**src/rtl/dspwm_pkg.sv**
```systemverilog
package dspwm_pkg;

   // Output mode codes of one compare channel
   typedef enum logic [1:0] {
      COM_HOLD    = 2'd0,
      COM_TOGGLE  = 2'd1,
      COM_CLR_UP  = 2'd2,
      COM_SET_UP  = 2'd3
   } com_mode_e;

   // Channel that may use toggle mode
   localparam int TOGGLE_CH = 0;

endpackage

```
**src/rtl/dspwm_slope_counter.sv**
```systemverilog
module dspwm_slope_counter #(
   parameter int W = 8
) (
   input  logic         clk,
   input  logic         rst_n,
   input  logic         tick,
   input  logic [W-1:0] top,
   output logic [W-1:0] cnt,
   output logic         dir_dn,
   output logic         load_stb,
   output logic         bottom_stb
);

   logic [W-1:0] cnt_nxt;
   logic         dn_nxt;
   logic         at_top;

   assign at_top = !dir_dn && (cnt >= top);

   always_comb begin
      cnt_nxt = cnt;
      dn_nxt  = dir_dn;
      if (!dir_dn) begin
         if (at_top) begin
            if (cnt != '0) begin
               cnt_nxt = cnt - 1'b1;
               dn_nxt  = 1'b1;
            end
         end else begin
            cnt_nxt = cnt + 1'b1;
         end
      end else begin
         if (cnt == '0) begin
            dn_nxt = 1'b0;
            if (top != '0) cnt_nxt = cnt + 1'b1;
         end else begin
            cnt_nxt = cnt - 1'b1;
         end
      end
   end

   assign load_stb   = tick && at_top;
   assign bottom_stb = tick && (cnt_nxt == '0) && (cnt != '0);

   always_ff @(posedge clk or negedge rst_n) begin
      if (!rst_n) begin
         cnt    <= '0;
         dir_dn <= 1'b0;
      end else if (tick) begin
         cnt    <= cnt_nxt;
         dir_dn <= dn_nxt;
      end
   end

endmodule

```
**src/rtl/dspwm_cmp_reg.sv**
```systemverilog
module dspwm_cmp_reg #(
   parameter int W = 8
) (
   input  logic         clk,
   input  logic         rst_n,
   input  logic         wr,
   input  logic [W-1:0] din,
   input  logic         load,
   output logic [W-1:0] act
);

   logic [W-1:0] hold_q;

   always_ff @(posedge clk or negedge rst_n) begin
      if (!rst_n) begin
         hold_q <= '0;
         act    <= '0;
      end else begin
         if (wr)   hold_q <= din;
         if (load) act    <= hold_q;
      end
   end

endmodule

```
**src/rtl/dspwm_channel.sv**
```systemverilog
module dspwm_channel
   import dspwm_pkg::*;
#(
   parameter int W = 8
) (
   input  logic         clk,
   input  logic         rst_n,
   input  logic         tick,
   input  logic [W-1:0] cnt,
   input  logic         dir_dn,
   input  logic [W-1:0] act,
   input  com_mode_e    mode,
   input  logic         tog_en,
   input  logic         flag_clr,
   output logic         wave,
   output logic         flag
);

   logic hit;
   logic wave_nxt;

   assign hit = tick && (cnt == act);

   always_comb begin
      wave_nxt = wave;
      if (hit) begin
         unique case (mode)
            COM_CLR_UP: wave_nxt = dir_dn;
            COM_SET_UP: wave_nxt = !dir_dn;
            COM_TOGGLE: if (tog_en) wave_nxt = !wave;
            default:    wave_nxt = wave;
         endcase
      end
   end

   always_ff @(posedge clk or negedge rst_n) begin
      if (!rst_n) begin
         wave <= 1'b0;
         flag <= 1'b0;
      end else begin
         wave <= wave_nxt;
         flag <= hit || (flag && !flag_clr);
      end
   end

endmodule

```
**src/rtl/dspwm_timer.sv**
```systemverilog
module dspwm_timer
   import dspwm_pkg::*;
#(
   parameter int CNT_W = 8
) (
   input  logic             clk,
   input  logic             rst_n,
   input  logic             tick,
   input  logic             top_sel,
   input  logic             cmpa_wr,
   input  logic [CNT_W-1:0] cmpa_din,
   input  logic             cmpb_wr,
   input  logic [CNT_W-1:0] cmpb_din,
   input  logic [1:0]       coma,
   input  logic [1:0]       comb,
   input  logic             ovf_clr,
   input  logic             cmpa_clr,
   input  logic             cmpb_clr,
   output logic [CNT_W-1:0] count,
   output logic             wave_a,
   output logic             wave_b,
   output logic             ovf_flag,
   output logic             cmpa_flag,
   output logic             cmpb_flag
);

   localparam int             NCH  = 2;
   localparam logic [CNT_W-1:0] FULL = {CNT_W{1'b1}};

   initial begin
      if (CNT_W < 2 || CNT_W > 16)
         $fatal(1, "dspwm_timer: CNT_W must lie in 2..16");
   end

   logic [CNT_W-1:0]          top_val;
   logic                      dir_dn;
   logic                      load_stb;
   logic                      bottom_stb;
   logic [NCH-1:0]            wr_v;
   logic [NCH-1:0][CNT_W-1:0] din_v;
   logic [NCH-1:0][CNT_W-1:0] act_v;
   logic [NCH-1:0][1:0]       mode_v;
   logic [NCH-1:0]            clr_v;
   logic [NCH-1:0]            tog_v;
   logic [NCH-1:0]            wave_v;
   logic [NCH-1:0]            flag_v;

   assign wr_v   = {cmpb_wr, cmpa_wr};
   assign din_v  = {cmpb_din, cmpa_din};
   assign mode_v = {comb, coma};
   assign clr_v  = {cmpb_clr, cmpa_clr};

   assign top_val = top_sel ? act_v[0] : FULL;

   dspwm_slope_counter #(.W(CNT_W)) u_cnt (
      .clk        (clk),
      .rst_n      (rst_n),
      .tick       (tick),
      .top        (top_val),
      .cnt        (count),
      .dir_dn     (dir_dn),
      .load_stb   (load_stb),
      .bottom_stb (bottom_stb)
   );

   for (genvar i = 0; i < NCH; i++) begin : g_ch
      if (i == TOGGLE_CH) begin : g_tog
         assign tog_v[i] = top_sel;
      end else begin : g_notog
         assign tog_v[i] = 1'b0;
      end

      dspwm_cmp_reg #(.W(CNT_W)) u_cmp (
         .clk   (clk),
         .rst_n (rst_n),
         .wr    (wr_v[i]),
         .din   (din_v[i]),
         .load  (load_stb),
         .act   (act_v[i])
      );

      dspwm_channel #(.W(CNT_W)) u_ch (
         .clk      (clk),
         .rst_n    (rst_n),
         .tick     (tick),
         .cnt      (count),
         .dir_dn   (dir_dn),
         .act      (act_v[i]),
         .mode     (com_mode_e'(mode_v[i])),
         .tog_en   (tog_v[i]),
         .flag_clr (clr_v[i]),
         .wave     (wave_v[i]),
         .flag     (flag_v[i])
      );
   end

   assign wave_a    = wave_v[0];
   assign wave_b    = wave_v[1];
   assign cmpa_flag = flag_v[0];
   assign cmpb_flag = flag_v[1];

   always_ff @(posedge clk or negedge rst_n) begin
      if (!rst_n)          ovf_flag <= 1'b0;
      else if (bottom_stb) ovf_flag <= 1'b1;
      else if (ovf_clr)    ovf_flag <= 1'b0;
   end

endmodule

```
**config.mk**
```make
export PLATFORM = sky130hd
export DESIGN_NAME = dspwm_timer
export DESIGN_NICKNAME = d
export VERILOG_FILES = /design/src/rtl/dspwm_pkg.sv /design/src/rtl/dspwm_slope_counter.sv /design/src/rtl/dspwm_cmp_reg.sv /design/src/rtl/dspwm_channel.sv /design/src/rtl/dspwm_timer.sv
export SDC_FILE = /design/constraint.sdc
export NUM_CORES = 1
export LEC_CHECK = 0
export ABC_AREA = 1
export BUFFER_PORTS_ARGS = -buffer_cell sky130_fd_sc_hd__buf_2
export CORE_ASPECT_RATIO = 2
export CORE_MARGIN = 2
export CORE_UTILIZATION = 40
export CTS_CLUSTER_DIAMETER = 100
export DETAILED_ROUTE_END_ITERATION = 12
export PLACE_DENSITY = 0.66
export RECOVER_POWER = 100
export SLEW_MARGIN = 25
export SYNTH_ARGS = -nofsm -noshare
export SYNTH_HDL_FRONTEND = slang
export SYNTH_HIERARCHICAL = 1
export SYNTH_SLANG_ARGS = --single-unit
```
**constraint.sdc**
```tcl
create_clock -name clk -period 1.9 [get_ports clk]
set_input_delay 0.19 -clock clk [delete_from_list [all_inputs] [get_ports clk]]
set_output_delay 0.19 -clock clk [all_outputs]
set_load 0.01 [all_outputs]
```
==> results.txt, run 1 <==
Post-Place Cell Area -> 3720 sq um
largest family of logic cells by synthesized area -> simple AND/OR/NAND/NOR gates
Synth Area in Adders -> 0.0439
met2 GRT Util -> 0.421
vias in the first global route -> 3182
worst slew pin tran -> 0.820 ns
r2r setup slk -> -0.19 ns
violated checks -> setup timing
final hold vios -> 0
CTS tree -> done
RSZ-0062 raised after global routing -> true
FF-to-FF End -> ovf_flag
fmax -> 479 MHz
final period utilization -> 1.10
crit path cell chain -> inv_1 > nand2_1 > inv_2 > ha_4 > a21o_1 > nor2_4 > nand3_4 > nand2_4 > nand2_2 > nand2_1 > nand2_1 > nand2_2 > nand3_1 > nor2_1 > inv_1 > nand2_1
met1 Use GR -> 0.210
Sum Neg Setup Slack -> -2.22 ns
Critical Path AT -> 2.31 ns
max_cap viols -> 0
die height -> 129 um
multiplexer area fraction after synthesis -> 0
DRC viols -> 0
Setup crit start -> g_ch[0].u_cmp/act[7]
final setup violation count -> 23
CTS root buf -> clkbuf_16
Critical Path Slowest Stage Cell -> dfrtp_1
final instance area -> 4220 sq um
Max-slew headroom -> 0.453
Initial Util -> 0.412
Hold Path Depth -> 2
global routing's busiest layer -> met2
clock-pin slew on the worst setup and hold paths -> 0.06 ns
First-pass DRT Iterations -> 4
largest net degree at the start of global routing -> 33
Inst Count DP -> 636
Synth Area in Compound Gates -> 0.0583
post-route minimum period -> 2.09 ns
Die ar. -> 8600 sq um
xor/xnor share of the synthesized area -> 0.0279
startpoint types -> flop
syn_nets -> 506
Final HPWL DP -> 6.72 mm
# rows -> 45
Die W -> 66.6 um
Worst Setup End Kind -> flop
commonest non-fill, non-tap cells in the layout -> nand2_1 (191), inv_1 (53), buf_4 (51), dfrtp_1 (42), buf_2 (35)
Vias/cell -> 4.83
status -> finished with violations
critical path required time -> 2.13 ns
Max Slew Vio Count -> 0
CTS Buffer Depth -> 2
Critical path buffers and inverters -> 3
commonest non-fill, non-tap cell in the layout -> nand2_1
CTS HTree Levels -> 2
Crit path max-delay family -> simple AND/OR/NAND/NOR gates
share of cells above drive strength 1 -> 0.297
Seq/Total Area, Yosys -> 0.367
RePlAce Congestion -> 1.02
Num CTS Buffers -> 5
initial antenna violation count -> 0
maximum VDD drop -> 0.952 mV
Worst Hold Class -> in -> reg
slowest cell delay on critical path -> 0.38 ns
I/O pins -> 42
Routed WL -> 9.02 mm
RR Startpoint -> g_ch[0].u_cmp/act[7]
Detail Route Antenna Nets -> 0
Initial DRC Count -> 176
Worst-Skew Late Latency -> 0.29 ns
GRT Overall Usage -> 0.225
hold path endpoint -> g_ch[1].u_ch/flag
number of diodes -> 0
Sink Count -> 46
Pwr Density -> 1490 nW/um^2
CP dominant cell by count -> nand2_1
Fillers -> 754
Mean Syn Cell Area -> 6.73 sq um
fin cells -> 660
leak pwr -> 0.00233 uW
setup ws final -> -0.188 ns
P&R area growth vs syn -> 34.6%
Clock Skew -> 0.00652 ns
kind of critical path -> reg -> reg
synthesized instance count -> 466
hold wc startpoint -> cmpb_clr
Final Net Count -> 605
post-DR wirelength/cell -> 13.7 um
Core ar. -> 7600 sq um
grt total ovfl -> 0
r2r worst-path depth -> 16
Synth Warn # -> 6
Post-Synth Simple-Gate Area -> 0.377
Synth Cell Area -> 3130 sq um
port buffer count -> 41
flops & latches, synth -> 46
synth unique cells -> 30
via count -> 3187
met3 usage -> 0.0391
first-pass GRT wire length -> 14.4 mm
Crit Path Max Fanout -> 6
## worst max-delay path by stage
| stage | endpoint | slack (ns) | cells after the start |
|---|---|---|---|
| after floorplan | ovf_flag | 0.002 | 16 |
| after global placement | ovf_flag | -0.19 | 16 |
| after detailed placement | g_ch[0].u_cmp/act[1] | -0.18 | 14 |
| after CTS | ovf_flag | -0.13 | 16 |
| after global routing | ovf_flag | -0.32 | 16 |
| final | ovf_flag | -0.19 | 16 |
## layout make-up
| type | count | area (sq um) | area share |
|---|---|---|---|
| repair buffers | 102 | 672 | 0.159 |
| inverters | 72 | 290 | 0.0688 |
| well taps | 94 | 118 | 0.0279 |
| clock buffers | 6 | 139 | 0.0329 |
| flip-flops and latches | 46 | 1160 | 0.274 |
| multi-input cells | 338 | 1780 | 0.423 |
| clock inverters | 2 | 60.1 | 0.0142 |
## where the power goes
part | total [uW] | internal, uW | switching, uW | leakage [uW]
Clock | 1150 | 789 | 359 | 0.0000971
Sequential | 1470 | 1260 | 212 | 0.000575
Combinational | 3660 | 1540 | 2120 | 0.00166
## synthesized netlist by cell type (all sizes together)
master  number  area, sq um
nand2      209          805
o21ai       19         95.1
clkbuf       2         17.5
xnor2        1         8.76
a21oi       13         65.1
ha          11          138
dfrtp       46         1150
xor2         9         78.8
clkinv       3         21.3
a21o         3         22.5
inv         69          264
nand4        5         31.3
buf          9         87.6
or2          1         6.26
conb         1         3.75
nand3       32          178
nor2        33          161
## what timing repair did
item / in CTS / in global routing
setup buffers: 8 / 8
gates resized for setup: 37 / 13
setup endpoints to repair: 23 / 25
hold buffers: 1 / 0
endpoints found under the hold margin: 30 / 0
pin swaps: 17 / 9
gates cloned: 1 / 0
## per-stage QoR
step	hold slack (ns)	setup WS, ns	power [uW]	util
4_1_cts	0.0520	-0.131	6090	0.545
3_3_place_gp	0.290	-0.186	4580	0.489
6_report	0.0590	-0.188	6280	0.555
2_1_floorplan	-0.106	0.00237	3400	-
5_1_grt	0.0678	-0.316	6730	0.555
3_5_place_dp	0.296	-0.182	4610	0.489
## per-layer routing
| layer | routed length, um | share of wire |
|---|---|---|
| met1 | 3160 | 0.35 |
| met2 | 4930 | 0.55 |
| met3 | 282 | 0.031 |
| met4 | 645 | 0.071 |
| met5 | 0 | 0 |
## flip-flops by register name, indices dropped and copies added (netlist names)
register	cells
g_ch.u_cmp/hold_q	16
u_cnt/cnt	8
ovf_flag	1
u_cnt/dir_dn	1
g_ch.u_ch/flag	2
g_ch.u_cmp/act	16
g_ch.u_ch/wave	2
## cells by family (layout without fill, tap and decap cells)
kind of cell,Yosys count,count (layout)
fa+ha+maj,11,11
flops,46,46
buf+inv,83,182
xor+xnor,10,10
simple gates,280,281
compound gates,35,35
other cells,1,1
## worst reg2reg max path, cell delays in order, from the launching register on
cell and delay (ns):
dfrtp_1 0.38, inv_1 0.06, nand2_1 0.05, inv_2 0.08
ha_4 0.20, a21o_1 0.18, nor2_4 0.22, nand3_4 0.16
nand2_4 0.12, nand2_2 0.08, nand2_1 0.07, nand2_1 0.06
nand2_2 0.08, nand3_1 0.07, nor2_1 0.11, inv_1 0.04
nand2_1 0.05
Note: power is estimated with default switching activity, not from simulation.
==> run 2, diff against run 1 <==
Settings changed: RECOVER_POWER 100 to 25.
==> run 2 against run 1 <==
  * The run still ends with setup timing left
  * Cell count unchanged
  * Global-route usage stayed put
  * Critical path type unchanged
  * Critical endpoint is now u_cnt/cnt[5]
  * Power increased by 0.22%
  * Maximum frequency about the same
  * Sequential share of layout area is 0.11 points lower
  * Non-clock buffer count is the same
  * First-iteration DRC count increased by 8.0%
==> results.txt, run 2 (synthesized netlist as in run 1, its figures left out) <==
Core ar. -> 7600 sq um
r2r worst-path depth -> 13
commonest non-fill, non-tap cell in the layout -> nand2_1
Worst Hold Class -> in -> reg
Worst-Skew Late Latency -> 0.29 ns
post-route minimum period -> 2.09 ns
first-pass GRT wire length -> 14.4 mm
CTS Buffer Depth -> 2
Clock Skew -> 0.00656 ns
share of cells above drive strength 1 -> 0.306
maximum VDD drop -> 0.953 mV
# rows -> 45
Storage cell area -> 1160 sq um
leak pwr -> 0.00235 uW
initial antenna violation count -> 0
final setup violation count -> 24
RePlAce Congestion -> 1.02
via count -> 3200
cell count along the critical path -> 13
Critical Path Slowest Stage Cell -> dfrtp_1
Final Net Count -> 605
commonest non-fill, non-tap cells in the layout -> nand2_1 (191), buf_4 (55), inv_1 (53), dfrtp_1 (42), buf_2 (37)
Regs by FF count -> g_ch.u_cmp/act: 16 flops, g_ch.u_cmp/hold_q: 16 flops, u_cnt/cnt: 8 flops
fmax -> 479 MHz
Initial Util -> 0.412
Detail Route Antenna Nets -> 0
CTS root buf -> clkbuf_16
CTS tree -> done
Final HPWL DP -> 6.72 mm
Max-slew headroom -> 0.517
Vias/cell -> 4.85
Routed WL -> 8.97 mm
RSZ-0062 raised after global routing -> true
max_cap viols -> 0
Overall Power -> 6290 uW
worst slew pin tran -> 0.724 ns
slowest cell delay on critical path -> 0.38 ns
Num CTS Buffers -> 5
CTS HTree Levels -> 2
CP dominant cell by count -> buf_4
setup slack at placement -> -0.182 ns
worst hold slack -> 0.0589 ns
port buffer count -> 41
First-pass DRT Iterations -> 6
grt total ovfl -> 0
Crit path max-delay family -> buffers and inverters
vias in the first global route -> 3182
Initial DRC Count -> 190
number of diodes -> 0
Pwr Density -> 1490 nW/um^2
startpoint types -> flop
largest net degree at the start of global routing -> 33
Die W -> 66.6 um
critical path required time -> 2.11 ns
P&R area growth vs syn -> 35.1%
Max Slew Vio Count -> 0
clock-pin slew on the worst setup and hold paths -> 0.06 ns
Crit Path Max Fanout -> 6
DRC viols -> 0
Die ar. -> 8600 sq um
Critical Path AT -> 2.29 ns
final hold vios -> 0
Fillers -> 747
post-DR wirelength/cell -> 13.6 um
area of the multi-input gates -> 1780 sq um
setup ws final -> -0.186 ns
Worst Setup End Kind -> flop
Hold Path Depth -> 2
Critical path buffers and inverters -> 5
GRT Overall Usage -> 0.225
die height -> 129 um
final period utilization -> 1.10
status -> finished with violations
violated checks -> setup timing
crit path cell chain -> inv_1 > nand2_1 > inv_2 > ha_4 > a21o_1 > nor2_4 > buf_4 > nand3_2 > nand3_1 > nand2_1 > buf_4 > buf_4 > o21ai_0
kind of critical path -> reg -> reg
I/O pins -> 42
Sink Count -> 46
-- run 2: cell types whose count changed in the layout (fill, tap and decap cells not counted) --
| cell | delta |
|---|---|
| buf_4 | +4 |
| clkbuf_1 | -5 |
| clkbuf_2 | -1 |
| buf_2 | +2 |
-- run 2: power breakdown --
part	total, uW	switching [uW]	internal, uW
logic	3670	2120	1550
clock network	1150	359	789
registers	1470	213	1260
-- run 2: per-stage QoR --
step	std cells	setup TNS, ns	area, sq um	util
global placement	636	-3.18	3720	0.489
CTS	653	-1.29	4140	0.545
global route	660	-4.52	4240	0.557
floorplan	466	0	3140	-
finish	660	-2.13	4240	0.557
detailed placement	636	-3.14	3720	0.489
-- run 2: cell type report --
| cell class | count | share of cell area |
|---|---|---|
| Inverter | 72 | 0.0685 |
| Clock inverter | 2 | 0.0142 |
| Timing Repair Buffer | 102 | 0.162 |
| Sequential cell | 46 | 0.273 |
| Clock buffer | 6 | 0.0328 |
| Tap cell | 94 | 0.0278 |
| Multi-Input combinational cell | 338 | 0.421 |
-- run 2: what timing repair did --
| action | 4_1_cts | 5_1_grt |
|---|---|---|
| setup buffers | 8 | 8 |
| hold endpoints to repair | 30 | 0 |
| gates resized for setup | 37 | 13 |
| endpoints found under the setup margin | 23 | 25 |
| pin swaps | 17 | 9 |
| hold buffers | 1 | 0 |
| gates cloned | 1 | 0 |
-- run 2: path summary, 6_finish.rpt --
kind,start,endpoint,slack (ns)
setup / recovery,g_ch[0].u_cmp/act[7],u_cnt/cnt[5],-0.19
max in group asynchronous,rst_n,g_ch[1].u_cmp/act[5],0.80
min in group asynchronous,rst_n,g_ch[0].u_ch/flag,0.49
setup reg to reg,g_ch[0].u_cmp/act[7],u_cnt/cnt[5],-0.19
hold / removal,cmpb_clr,g_ch[1].u_ch/flag,0.06
hold reg to reg,g_ch[1].u_cmp/hold_q[1],g_ch[1].u_cmp/act[1],0.47
-- run 2: metal layers --
metal	GRT usage	vias up	part of all wire
met2	0.421	101	0.55
met4	0.158	0	0.075
met3	0.0391	42	0.038
li1	-	1612	-
met1	0.210	1445	0.34
met5	0	-	0
